$ cat src/rtl/vbus_dec_pkg.sv
package vbus_dec_pkg;
  localparam int unsigned VBUS_AW = 14;
  localparam int unsigned SUBSEL_W = 3;

  typedef enum logic {
    OWNER_CPU   = 1'b0,
    OWNER_VIDEO = 1'b1
  } bus_owner_e;
endpackage

$ cat src/rtl/vbus_addr_mux.sv
module vbus_addr_mux #(
  parameter int unsigned AW = 14
) (
  input  logic          phase_i,
  input  logic [AW-2:0] cpu_lo_i,
  input  logic          blk4_n_i,
  input  logic [AW-1:0] vid_addr_i,
  output logic [AW-1:0] vaddr_o,
  output logic          buf_en_n_o
);
  import vbus_dec_pkg::*;

  bus_owner_e owner;

  always_comb begin
    owner = bus_owner_e'(phase_i);
    if (owner == OWNER_VIDEO) begin
      vaddr_o    = vid_addr_i;
      buf_en_n_o = 1'b1;
    end else begin
      // rotation: block-4 strobe low places the CPU in the bottom half
      vaddr_o    = {blk4_n_i, cpu_lo_i};
      buf_en_n_o = 1'b0;
    end
  end
endmodule

$ cat src/rtl/vbus_chrrom_sel.sv
module vbus_chrrom_sel (
  input  logic [1:0] top_bits_i,
  output logic       cs_n_o
);
  logic en_a_n;
  logic en_b_n;

  // two active-low enables that must both be low
  assign en_a_n = top_bits_i[1];
  assign en_b_n = top_bits_i[0];
  assign cs_n_o = en_a_n | en_b_n;
endmodule

$ cat src/rtl/vbus_blk0_dec.sv
module vbus_blk0_dec #(
  parameter int unsigned SW = 3
) (
  input  logic               en_hi_i,
  input  logic               en_lo_n_i,
  input  logic [SW-1:0]      sel_i,
  output logic [(1<<SW)-1:0] cs_n_o
);
  localparam int unsigned NOUT = 1 << SW;

  logic active;
  assign active = en_hi_i & ~en_lo_n_i;

  for (genvar g = 0; g < NOUT; g++) begin : g_out
    assign cs_n_o[g] = ~(active && (sel_i == SW'(g)));
  end

  always_comb begin
    AST_SUBSEL_ONEHOT: assert ($onehot0(~cs_n_o));
    if (!en_hi_i || en_lo_n_i)
      AST_IDLE_WHEN_OFF: assert (&cs_n_o);
  end
endmodule

$ cat src/rtl/vbus_memsel.sv
module vbus_memsel
  import vbus_dec_pkg::*;
#(
  parameter int unsigned VA_W  = VBUS_AW,
  parameter int unsigned SUB_W = SUBSEL_W
) (
  input  logic                  phase_i,
  input  logic [VA_W-2:0]       cpu_addr_i,
  input  logic                  cpu_rw_i,
  input  logic                  blk0_n_i,
  input  logic                  blk4_n_i,
  input  logic                  colram_n_i,
  input  logic [VA_W-1:0]       vid_addr_i,
  output logic [VA_W-1:0]       vbus_addr_o,
  output logic                  buf_en_n_o,
  output logic                  buf_dir_o,
  output logic                  chrrom_cs_n_o,
  output logic                  colram_cs_n_o,
  output logic [(1<<SUB_W)-1:0] ram_cs_n_o
);
  localparam int unsigned NSUB = 1 << SUB_W;

  logic [VA_W-1:0] vaddr;
  logic            dec_en_hi;
  logic            dec_en_lo_n;

  vbus_addr_mux #(.AW(VA_W)) u_mux (
    .phase_i    (phase_i),
    .cpu_lo_i   (cpu_addr_i),
    .blk4_n_i   (blk4_n_i),
    .vid_addr_i (vid_addr_i),
    .vaddr_o    (vaddr),
    .buf_en_n_o (buf_en_n_o)
  );

  vbus_chrrom_sel u_rom (
    .top_bits_i (vaddr[VA_W-1 -: 2]),
    .cs_n_o     (chrrom_cs_n_o)
  );

  // buffer off: pull-down holds the low enable, address bit takes the high one
  always_comb begin
    if (phase_i) begin
      dec_en_hi     = vaddr[VA_W-1];
      dec_en_lo_n   = 1'b0;
      colram_cs_n_o = 1'b0;
      buf_dir_o     = 1'b1;
    end else begin
      dec_en_hi     = blk4_n_i;
      dec_en_lo_n   = blk0_n_i;
      colram_cs_n_o = colram_n_i;
      buf_dir_o     = cpu_rw_i;
    end
  end

  vbus_blk0_dec #(.SW(SUB_W)) u_ram (
    .en_hi_i   (dec_en_hi),
    .en_lo_n_i (dec_en_lo_n),
    .sel_i     (vaddr[VA_W-2 -: SUB_W]),
    .cs_n_o    (ram_cs_n_o)
  );

  assign vbus_addr_o = vaddr;

  always_comb begin
    AST_ROM_RAM_EXCL: assert (chrrom_cs_n_o || (ram_cs_n_o == {NSUB{1'b1}}));
    if (phase_i)
      AST_BUF_OFF_VIDEO: assert (buf_en_n_o);
    if (!phase_i)
      AST_CPU_FORWARD: assert (vbus_addr_o[VA_W-2:0] == cpu_addr_i);
  end
endmodule

$ cat config.mk
export PLATFORM = sky130hd
export DESIGN_NAME = vbus_memsel
export DESIGN_NICKNAME = d
export VERILOG_FILES = /design/src/rtl/vbus_dec_pkg.sv /design/src/rtl/vbus_addr_mux.sv /design/src/rtl/vbus_chrrom_sel.sv /design/src/rtl/vbus_blk0_dec.sv /design/src/rtl/vbus_memsel.sv
export SDC_FILE = /design/constraint.sdc
export NUM_CORES = 1
export LEC_CHECK = 0
export ABC_AREA = 1
export BUFFER_PORTS_ARGS = -buffer_cell sky130_fd_sc_hd__buf_2
export CAP_MARGIN = 20
export CORE_AREA = 2 2 39 41
export DETAILED_ROUTE_END_ITERATION = 8
export DIE_AREA = 0 0 41 43
export PLACE_DENSITY_LB_ADDON = 0.2
export SLEW_MARGIN = 20
export SYNTH_ARGS = -nofsm -noshare
export SYNTH_HDL_FRONTEND = slang
export SYNTH_SLANG_ARGS = --single-unit
$ cat constraint.sdc
create_clock -name vclk -period 2.1
set_input_delay 0.315 -clock vclk [all_inputs]
set_output_delay 0.315 -clock vclk [all_outputs]
set_load 0.03 [all_outputs]
### Word-level counts from Yosys, hierarchy flattened

Index checks and enable logic that the tools add are counted.

| storage, ports and cells | value |
|---|---|
| bits in registers | 0 |
| bits in latches | 0 |
| RAM bits | 0 |
| memory bits (read-only) | 0 |
| bits of input ports | 32 |
| output and inout port bits | 26 |
| word-level logic and storage cells | 33 |
| memories | 0 |

| operators by class | value |
|---|---|
| add/subtract/negate cells | 0 |
| multipliers | 0 |
| divide/modulo/power cells | 0 |
| $lt $le $gt $ge | 0 |
| equality and inequality tests | 7 |
| shift-type cells | 0 |
| mux-type cells | 6 |
| bitwise logic cells | 11 |
| reduce and logical (&&, ||, !) cells | 9 |

Operator list:

| operator | number |
|---|---|
| 14-bit two-way mux | 1 |
| 3-bit == test (second input constant) | 4 |
| 1-bit inverter | 9 |
| 1-bit logical AND | 8 |
| 3-bit by 2-bit == test with 1-bit output (second input constant) | 2 |
| 1-bit two-way mux | 5 |
| 3-bit by 1-bit == test with 1-bit output (second input constant) | 1 |
| 3-bit logical NOT | 1 |
| 1-bit bitwise AND | 1 |
| 1-bit OR | 1 |

### Depth between registers and ports, before layout

Gate-level depths: netlist of run 1.

| depth | value |
|---|---|
| word-level depth | 5 |
| depth in mapped cells | 7 |
| mapped depth without buffers | 6 |

### By module

A second synthesis of run 1 with hierarchy kept.

| unflattened totals | value |
|---|---|
| cell total of the unflattened synthesis | 76 |
| area, all modules | 325.3 um^2 |

By module, submodules not included:

| module | times used | cells an instance | area an instance (um^2) | sequential area each (um^2) |
|---|---|---|---|---|
| vbus_addr_mux | 1 | 46 | 187.7 | 0.0 |
| vbus_blk0_dec | 1 | 18 | 90.1 | 0.0 |
| vbus_memsel | 1 | 9 | 36.3 | 0.0 |
| vbus_chrrom_sel | 1 | 3 | 11.3 | 0.0 |

### Worst setup path before layout of run 1

OpenSTA, ideal clock, no wires.

| timing path | value |
|---|---|
| path kind | input port to output port |
| start point | in phase_i |
| end point | out ram_cs_n_o[0] |
| arrival | 1169 ps |
| required time | 1785 ps |
| path slack | 616 ps |
| cell stages on the path | 5 |
| path buffers | 1 |
| cells stage by stage | buf_6 inv_6 o21ai_2 nor2_2 nand2_1 |

RTL lines:

| element | line | RTL |
|---|---|---|
| start, declared | vbus_memsel.sv:7 | `input logic phase_i,` |
| 14-bit two-way mux | vbus_addr_mux.sv:17 | `if (owner == OWNER_VIDEO) begin` |
| via vbus_addr_o[12] | vbus_memsel.sv:14 | `output logic [VA_W-1:0] vbus_addr_o,` |
| 3-bit logical NOT | vbus_blk0_dec.sv:15 | `assign cs_n_o[g] = ~(active && (sel_i == SW'(g)));` |
| 1-bit logical AND | vbus_blk0_dec.sv:15 |  |
| 1-bit inverter | vbus_blk0_dec.sv:15 |  |
| end, declared | vbus_memsel.sv:19 | `output logic [(1<<SUB_W)-1:0] ram_cs_n_o` |

The timed path passes the listed nets, and every way through them passes these cells.

### Worst setup path after layout of run 1

| timing path | value |
|---|---|
| start point | in phase_i |
| end point | out ram_cs_n_o[3] |

| between the ends | value |
|---|---|
| cells in the longest elaborated chain, start to end | 5 |

RTL lines:

| element | line | RTL |
|---|---|---|
| 14-bit two-way mux / 1-bit two-way mux (equally long branches) | vbus_addr_mux.sv:17, vbus_memsel.sv:43 |  |
| 1-bit two-way mux / 1-bit inverter (equally long branches) | vbus_memsel.sv:43, vbus_blk0_dec.sv:12 |  |
| 1-bit bitwise AND | vbus_blk0_dec.sv:12 | `assign active = en_hi_i & ~en_lo_n_i;` |
| 1-bit logical AND (*) | vbus_blk0_dec.sv:15 |  |
| 1-bit inverter (*) | vbus_blk0_dec.sv:15 |  |

Every way passes the cells marked *; elsewhere a longest branch is shown, timed or not.

==> results of run 1 <==
kinds of logic after synthesis:
logic type / count (synthesis) / synth area share (%)
buffers and inverters: 12 / 18.1
AOI/OAI and AO/OA: 2 / 3.91
and+or+nand+nor: 60 / 77.9
power by group:
group | switching, uW | total [uW] | internal [uW]
Sequential | 0 | 0 | 0
Combinational | 125 | 188 | 62.8
Clock | 0 | 0 | 0
Total | 125 | 188 | 62.8
cells in the final DEF (no fill, tap or decap):
master / n
inv_1: 6
buf_2: 58
nand2_4: 2
o21ai_2: 1
inv_2: 1
nor2_1: 2
or2_2: 1
nand3_2: 1
nand2_2: 5
inv_6: 1
o21ai_0: 1
nor2_2: 5
nand2_1: 44
per-stage QoR:
| stage | total power [uW] | area [um^2] | instances | setup WS (ns) |
|---|---|---|---|---|
| 2_1_floorplan | 130 | 352 | 74 | 0.616 |
| 3_3_place_gp | 189 | 633 | 144 | 0.478 |
| 3_5_place_dp | 189 | 633 | 144 | 0.420 |
| 4_1_cts | 190 | 633 | 144 | 0.417 |
| 5_1_grt | 205 | 633 | 144 | 0.331 |
| 6_report | 188 | 633 | 144 | 0.451 |
area by class of cell:
type / instances / area (um^2) / share of cell area, %
tap: 16 / 20.0 / 3.16
multi-input combinational: 62 / 288 / 45.5
timing repair buffer: 58 / 290 / 45.8
inverter: 8 / 35.0 / 5.53
metal layers:
metal / share of wire, % / wire length [um] / track usage [%] / vias to the layer above
li1: - / - / - / 323
met2: 44 / 489 / 20.9 / 38
met1: 39 / 431 / 11.7 / 221
met4: 0.72 / 8 / 1.33 / 0
met5: 0 / 0 / 0 / -
met3: 16 / 182 / 1.57 / 2
path summary, 6_finish.rpt:
kind	depth (start not counted)	slack, ns	end
min	4	0.95	colram_cs_n_o
max	7	0.45	ram_cs_n_o[3]
==> results.sh, run 1 <==
export IMPL_outcome="finished, final reports clean"
export IMPL_ctsResizeCount=0
export IMPL_coreArea_um2=1380
export IMPL_ys_seq_area_share_pct=0
export IMPL_die_area_um2=1760
export IMPL_drt_initial_drc_count=2
export IMPL_dr_pass1_iters=4
export IMPL_row_count=14
export IMPL_hpwl_um=958
export IMPL_grt_start_max_net_pins=20
export IMPL_antenna_found_initial=0
export IMPL_netlist_top_cells_count="44 x nand2_1, 6 x inv_1, 5 x nand2_2, 5 x nor2_2"
export IMPL_yosysUniqueCellTypes=15
export IMPL_worstHoldStart="colram_n_i"
export IMPL_crit_required_ns=1.78
export IMPL_grt_pass1_wl_um=1470
export IMPL_diodes=0
export IMPL_dieWidth_um=41
export IMPL_critPathTopFamily="buffers and inverters"
export IMPL_gp_congestion=0.581
export IMPL_grtUsageTotal_pct=10.9
export IMPL_port_buffers=58
export IMPL_p_per_area_nw_per_um2=296
export IMPL_ys_warn_count=0
export IMPL_cts_hold_buffers=0
export IMPL_fin_util_pct=45.8
export IMPL_avgSynthCellArea_um2=4.75
export IMPL_ir_drop_mv=0.112
export IMPL_worstSetupPathType="in2out"
export IMPL_drv_cap=0
export IMPL_setup_viol=0
export IMPL_die_h_um=43
export IMPL_timing_fmax_mhz=606
export IMPL_period_needed_ns=1.65
export IMPL_num_io_pins=58
export IMPL_rsz0062_at_grt="false"
export IMPL_synth_top_area_cell="nand2_1"
export IMPL_regArea_um2=0
export IMPL_maxSlewViolCount=0
export IMPL_grt_pass1_vias=405
export IMPL_syn_nets=106
export IMPL_routed_wl_um=1110
export IMPL_overflow=0
export IMPL_hold_ws_ns=0.953
export IMPL_via_per_inst=4.06
export IMPL_cp_common_cell="buf_2"
export IMPL_start_util_pct=25.4
export IMPL_slowest_stage="buf_2"
export IMPL_netlist_area_um2=352
export IMPL_p_leak_uw=0.000416
export IMPL_end_kind="primary output"
export IMPL_wl_per_cell_um=7.71
export IMPL_seq_cell_count=0
export IMPL_path_cells="buf_2 -> inv_6 -> nand2_2 -> nand3_2 -> nor2_2 -> nand2_1 -> buf_2"
export IMPL_n_clock_buffer=0
export IMPL_synthCells=74
export IMPL_post_cts_buffers=0
export IMPL_finalHoldViolCount=0
export IMPL_yosys_top_cells_area="nand2_1 47%, nand2_2 8.9%, nor2_2 8.9%"
export IMPL_slew_headroom_pct=77.1
export IMPL_crit_fanout=19
export IMPL_drcViolationCount=0
export IMPL_critPathBufInv=3
export IMPL_fin_nets=162
export IMPL_worst_pin_slew_ns=0.344
export IMPL_synth_top_area_share_pct=47.0
export IMPL_slowest_delay_ns=0.30
export IMPL_ant_nets=0
export IMPL_timing_final_crit_share_pct=78.5
export IMPL_tns_ns=0
export IMPL_arrival_ns=1.33
export IMPL_critPathLaunch="phase_i"
export IMPL_synth_most_common_cell="nand2_1"
export IMPL_worst_hold_path_type="in2out"
export IMPL_via_count=584
export IMPL_area_growth_pct=80.1
export IMPL_fill_cells=153
export IMPL_drive_above_1_share_pct=58.6
export IMPL_crit_path_start_kind="input pin"
Power figures use the tool's default switching activity.
==> run 2, diff against run 1 <==
CORE_AREA = default   (was 2 2 39 41)
CORE_MARGIN = 2   (was default)
CORE_UTILIZATION = 27   (was default)
DIE_AREA = default   (was 0 0 41 43)
clock period = 1.3 ns   (was 2.1 ns; I/O delays follow)
==> results.sh, run 2 (synthesized netlist as in run 1, its figures left out) <==
export IMPL_outcome="finished, final reports clean"
export IMPL_worstSetupPathType="in2out"
export IMPL_fin_cells=145
export IMPL_drcViolationCount=0
export IMPL_gp_congestion=0.641
export IMPL_tns_ns=0
export IMPL_dieWidth_um=40.1
export IMPL_final_common_cell="buf_2"
export IMPL_die_area_um2=1610
export IMPL_wl_met2_um=509
export IMPL_timing_fmax_mhz=835
export IMPL_worst_hold_path_type="in2out"
export IMPL_wl_per_cell_um=7.59
export IMPL_drive_above_1_share_pct=59.2
export IMPL_routed_wl_um=1100
export IMPL_setup_viol=0
export IMPL_fin_nets=164
export IMPL_worst_pin_slew_ns=0.181
export IMPL_dr_pass1_iters=2
export IMPL_finalHoldViolCount=0
export IMPL_num_io_pins=58
export IMPL_area_growth_pct=84.7
export IMPL_start_util_pct=28.1
export IMPL_post_cts_buffers=0
export IMPL_crit_required_ns=1.11
export IMPL_power_uw=309
export IMPL_overflow=0
export IMPL_ant_nets=0
export IMPL_maxSlewViolCount=0
export IMPL_grt_pass1_vias=364
export IMPL_coreArea_um2=1250
export IMPL_rsz0062_at_grt="false"
export IMPL_met3_wirelength_um=152
export IMPL_diodes=0
export IMPL_fill_cells=135
export IMPL_crit_fanout=9
export IMPL_via_per_inst=3.90
export IMPL_crit_path_start_kind="input pin"
export IMPL_hpwl_um=965
export IMPL_n_clock_buffer=0
export IMPL_via_count=566
export IMPL_slew_headroom_pct=87.9
export IMPL_end_kind="primary output"
export IMPL_antenna_found_initial=0
export IMPL_hold_ws_ns=0.720
export IMPL_p_per_area_nw_per_um2=475
export IMPL_die_h_um=40.1
export IMPL_worstHoldStart="colram_n_i"
export IMPL_port_buffers=58
export IMPL_drv_cap=0
export IMPL_seq_cell_count=0
export IMPL_arrival_ns=1.00
export IMPL_holdPathEnd="colram_cs_n_o"
export IMPL_grt_start_max_net_pins=12
export IMPL_wl_met1_um=439
export IMPL_fin_util_pct=51.8
export IMPL_timing_final_crit_share_pct=92.1
export IMPL_grt_pass1_wl_um=1350
export IMPL_regArea_um2=0
export IMPL_ir_drop_mv=0.171
export IMPL_drt_initial_drc_count=2
export IMPL_holdPathStages=4
export IMPL_p_leak_uw=0.000426
export IMPL_dpl_cell_count=145
export IMPL_grtUsageTotal_pct=11.4
export IMPL_final_cell_mix="57 x buf_2, 44 x nand2_1, 6 x inv_1, 5 x nand2_2, 5 x nor2_2"
export IMPL_period_needed_ns=1.20
export IMPL_top_layer="met3"
export IMPL_row_count=13
[run 2: worst max-delay path, stage by stage]
cell,delay (ns)
clkbuf_4,0.16
inv_6,0.10
nand2_2,0.06
nand2_4,0.07
inv_1,0.07
nor2_2,0.10
nand2_1,0.06
buf_2,0.18
[run 2: worst max path at each step]
stage,slack (ns),to,cells past startpoint,start
6_report,0.10,ram_cs_n_o[5],8,phase_i
3_3_place_gp,0.10,ram_cs_n_o[1],7,phase_i
5_1_grt,0.003,ram_cs_n_o[6],7,phase_i
4_1_cts,0.08,ram_cs_n_o[7],7,phase_i
3_5_place_dp,0.08,ram_cs_n_o[5],7,phase_i
2_1_floorplan,0.06,ram_cs_n_o[0],5,phase_i
[run 2: where the power goes]
part           leakage (uW)  switching [uW]  total, uW  internal [uW]
sequential                0               0          0              0
clock                     0               0          0              0
combinational      0.000426             202        309            107
total              0.000426             202        309            107
[run 2: repair_timing]
item	4_1_cts	5_1_grt
hold buffers	0	0
gates resized for setup	0	2
setup endpoints to repair	0	6
[run 2: area by class of cell]
| class | instances | area, um^2 | share of cell area, % |
|---|---|---|---|
| Multi-Input combinational cell | 62 | 288 | 44.3 |
| Tap cell | 15 | 18.8 | 2.89 |
| Inverter | 8 | 35.0 | 5.39 |
| Timing Repair Buffer | 60 | 308 | 47.4 |
[run 2: per-stage QoR]
stage,worst slack [ns],instance area [um^2]
2_1_floorplan,0.0561,352
3_3_place_gp,0.102,647
3_5_place_dp,0.0808,647
4_1_cts,0.0795,647
5_1_grt,0.00324,649
6_report,0.103,649
[run 2: layer usage]
layer	track usage, %	vias up
li1	-	326
met1	13.6	205
met2	23.4	35
met3	0	0
met4	0	0
met5	0	-
==> run 3, diff against run 2 <==
CORE_AREA = 2 2 39 41   (was default)
CORE_MARGIN = default   (was 2)
CORE_UTILIZATION = default   (was 27)
DIE_AREA = 0 0 41 43   (was default)
SLEW_MARGIN = default   (was 20)
clock period = 1.35 ns   (was 1.3 ns; I/O delays follow)
==> results.sh, run 3 (synthesized netlist as in run 1, its figures left out) <==
export IMPL_rsz0062_at_grt="false"
export IMPL_worstSetupPathType="in2out"
export IMPL_regArea_um2=0
export IMPL_die_h_um=43
export IMPL_gp_congestion=0.598
export IMPL_timing_final_crit_share_pct=90.6
export IMPL_maxSlewViolCount=0
export IMPL_start_util_pct=25.4
export IMPL_grt_pass1_wl_um=1540
export IMPL_outcome="finished, final reports clean"
export IMPL_worstHoldStart="colram_n_i"
export IMPL_drt_initial_drc_count=3
export IMPL_wl_per_cell_um=7.84
export IMPL_final_cell_mix="57 x buf_2, 44 x nand2_1, 6 x inv_1, 5 x nand2_2, 5 x nor2_2"
export IMPL_crit_path_start_kind="input pin"
export IMPL_post_cts_buffers=0
export IMPL_slew_headroom_pct=81.3
export IMPL_grt_start_max_net_pins=12
export IMPL_worst_pin_slew_ns=0.278
export IMPL_p_leak_uw=0.000426
export IMPL_hpwl_um=978
export IMPL_fill_cells=157
export IMPL_ant_nets=0
export IMPL_setup_viol=0
export IMPL_p_per_area_nw_per_um2=458
export IMPL_via_count=602
export IMPL_dpl_cell_count=146
export IMPL_drcViolationCount=0
export IMPL_multi_input_area_um2=288
export IMPL_n_clock_buffer=0
export IMPL_dr_pass1_iters=4
export IMPL_finalHoldViolCount=0
export IMPL_num_io_pins=58
export IMPL_timing_fmax_mhz=817
export IMPL_diodes=0
export IMPL_via_per_inst=4.12
export IMPL_area_growth_pct=85.1
export IMPL_ctsResizeCount=0
export IMPL_finalInstanceArea_um2=651
export IMPL_arrival_ns=1.02
export IMPL_seq_cell_count=0
export IMPL_crit_required_ns=1.15
export IMPL_hold_ws_ns=0.729
export IMPL_dieWidth_um=41
export IMPL_holdPathEnd="colram_cs_n_o"
export IMPL_worst_hold_path_type="in2out"
export IMPL_holdPathStages=4
export IMPL_end_kind="primary output"
export IMPL_fin_cells=146
export IMPL_antenna_found_initial=0
export IMPL_coreArea_um2=1380
export IMPL_cts_hold_buffers=0
export IMPL_place_area_um2=648
export IMPL_routed_wl_um=1140
export IMPL_grt_pass1_vias=459
export IMPL_fin_nets=164
export IMPL_tns_ns=0
export IMPL_final_common_cell="buf_2"
export IMPL_row_count=14
export IMPL_overflow=0
export IMPL_drv_cap=0
export IMPL_grtUsageTotal_pct=11.2
export IMPL_period_needed_ns=1.22
export IMPL_drive_above_1_share_pct=59.2
export IMPL_port_buffers=58
export IMPL_ir_drop_mv=0.172
export IMPL_crit_fanout=11
export IMPL_die_area_um2=1760
run 3: worst max-delay path: stages:
cell	delay [ns]
clkbuf_4	0.19
inv_6	0.07
nand2_2	0.06
nand3_2	0.09
nor2_2	0.16
nand2_1	0.07
buf_2	0.18
run 3: per-layer routing:
layer,vias to the layer above,part of all wire [%],global-route usage [%]
met5,-,0,0
met4,0,0,0
met3,0,14,0.524
met2,38,48,23.8
met1,237,38,11.1
li1,327,-,-
run 3: stage by stage:
stage               setup WS, ns  util [%]  total power [uW]
finish                     0.127      47.0               298
global route              0.0110      47.0               326
CTS                       0.0686      46.8               301
detailed placement        0.0717      46.8               300
global placement          0.0980      46.8               297
floorplan                 0.0911         -               201
run 3: where the power goes:
| part | internal [uW] | leakage [uW] | switching (uW) |
|---|---|---|---|
| logic | 103 | 0.000426 | 196 |
| registers | 0 | 0 | 0 |
| clock network | 0 | 0 | 0 |
run 3: layout make-up:
cell class,instances,area share (%)
Tap cell,16,3.08
Multi-Input combinational cell,62,44.2
Inverter,8,5.38
Timing Repair Buffer,60,47.3
run 3: how the worst max path moves through the flow:
stage	from	endpoint	cells past startpoint
finish	phase_i	ram_cs_n_o[1]	7
global route	phase_i	ram_cs_n_o[4]	5
CTS	phase_i	ram_cs_n_o[1]	7
detailed placement	phase_i	ram_cs_n_o[1]	7
global placement	phase_i	ram_cs_n_o[1]	7
floorplan	phase_i	ram_cs_n_o[0]	5
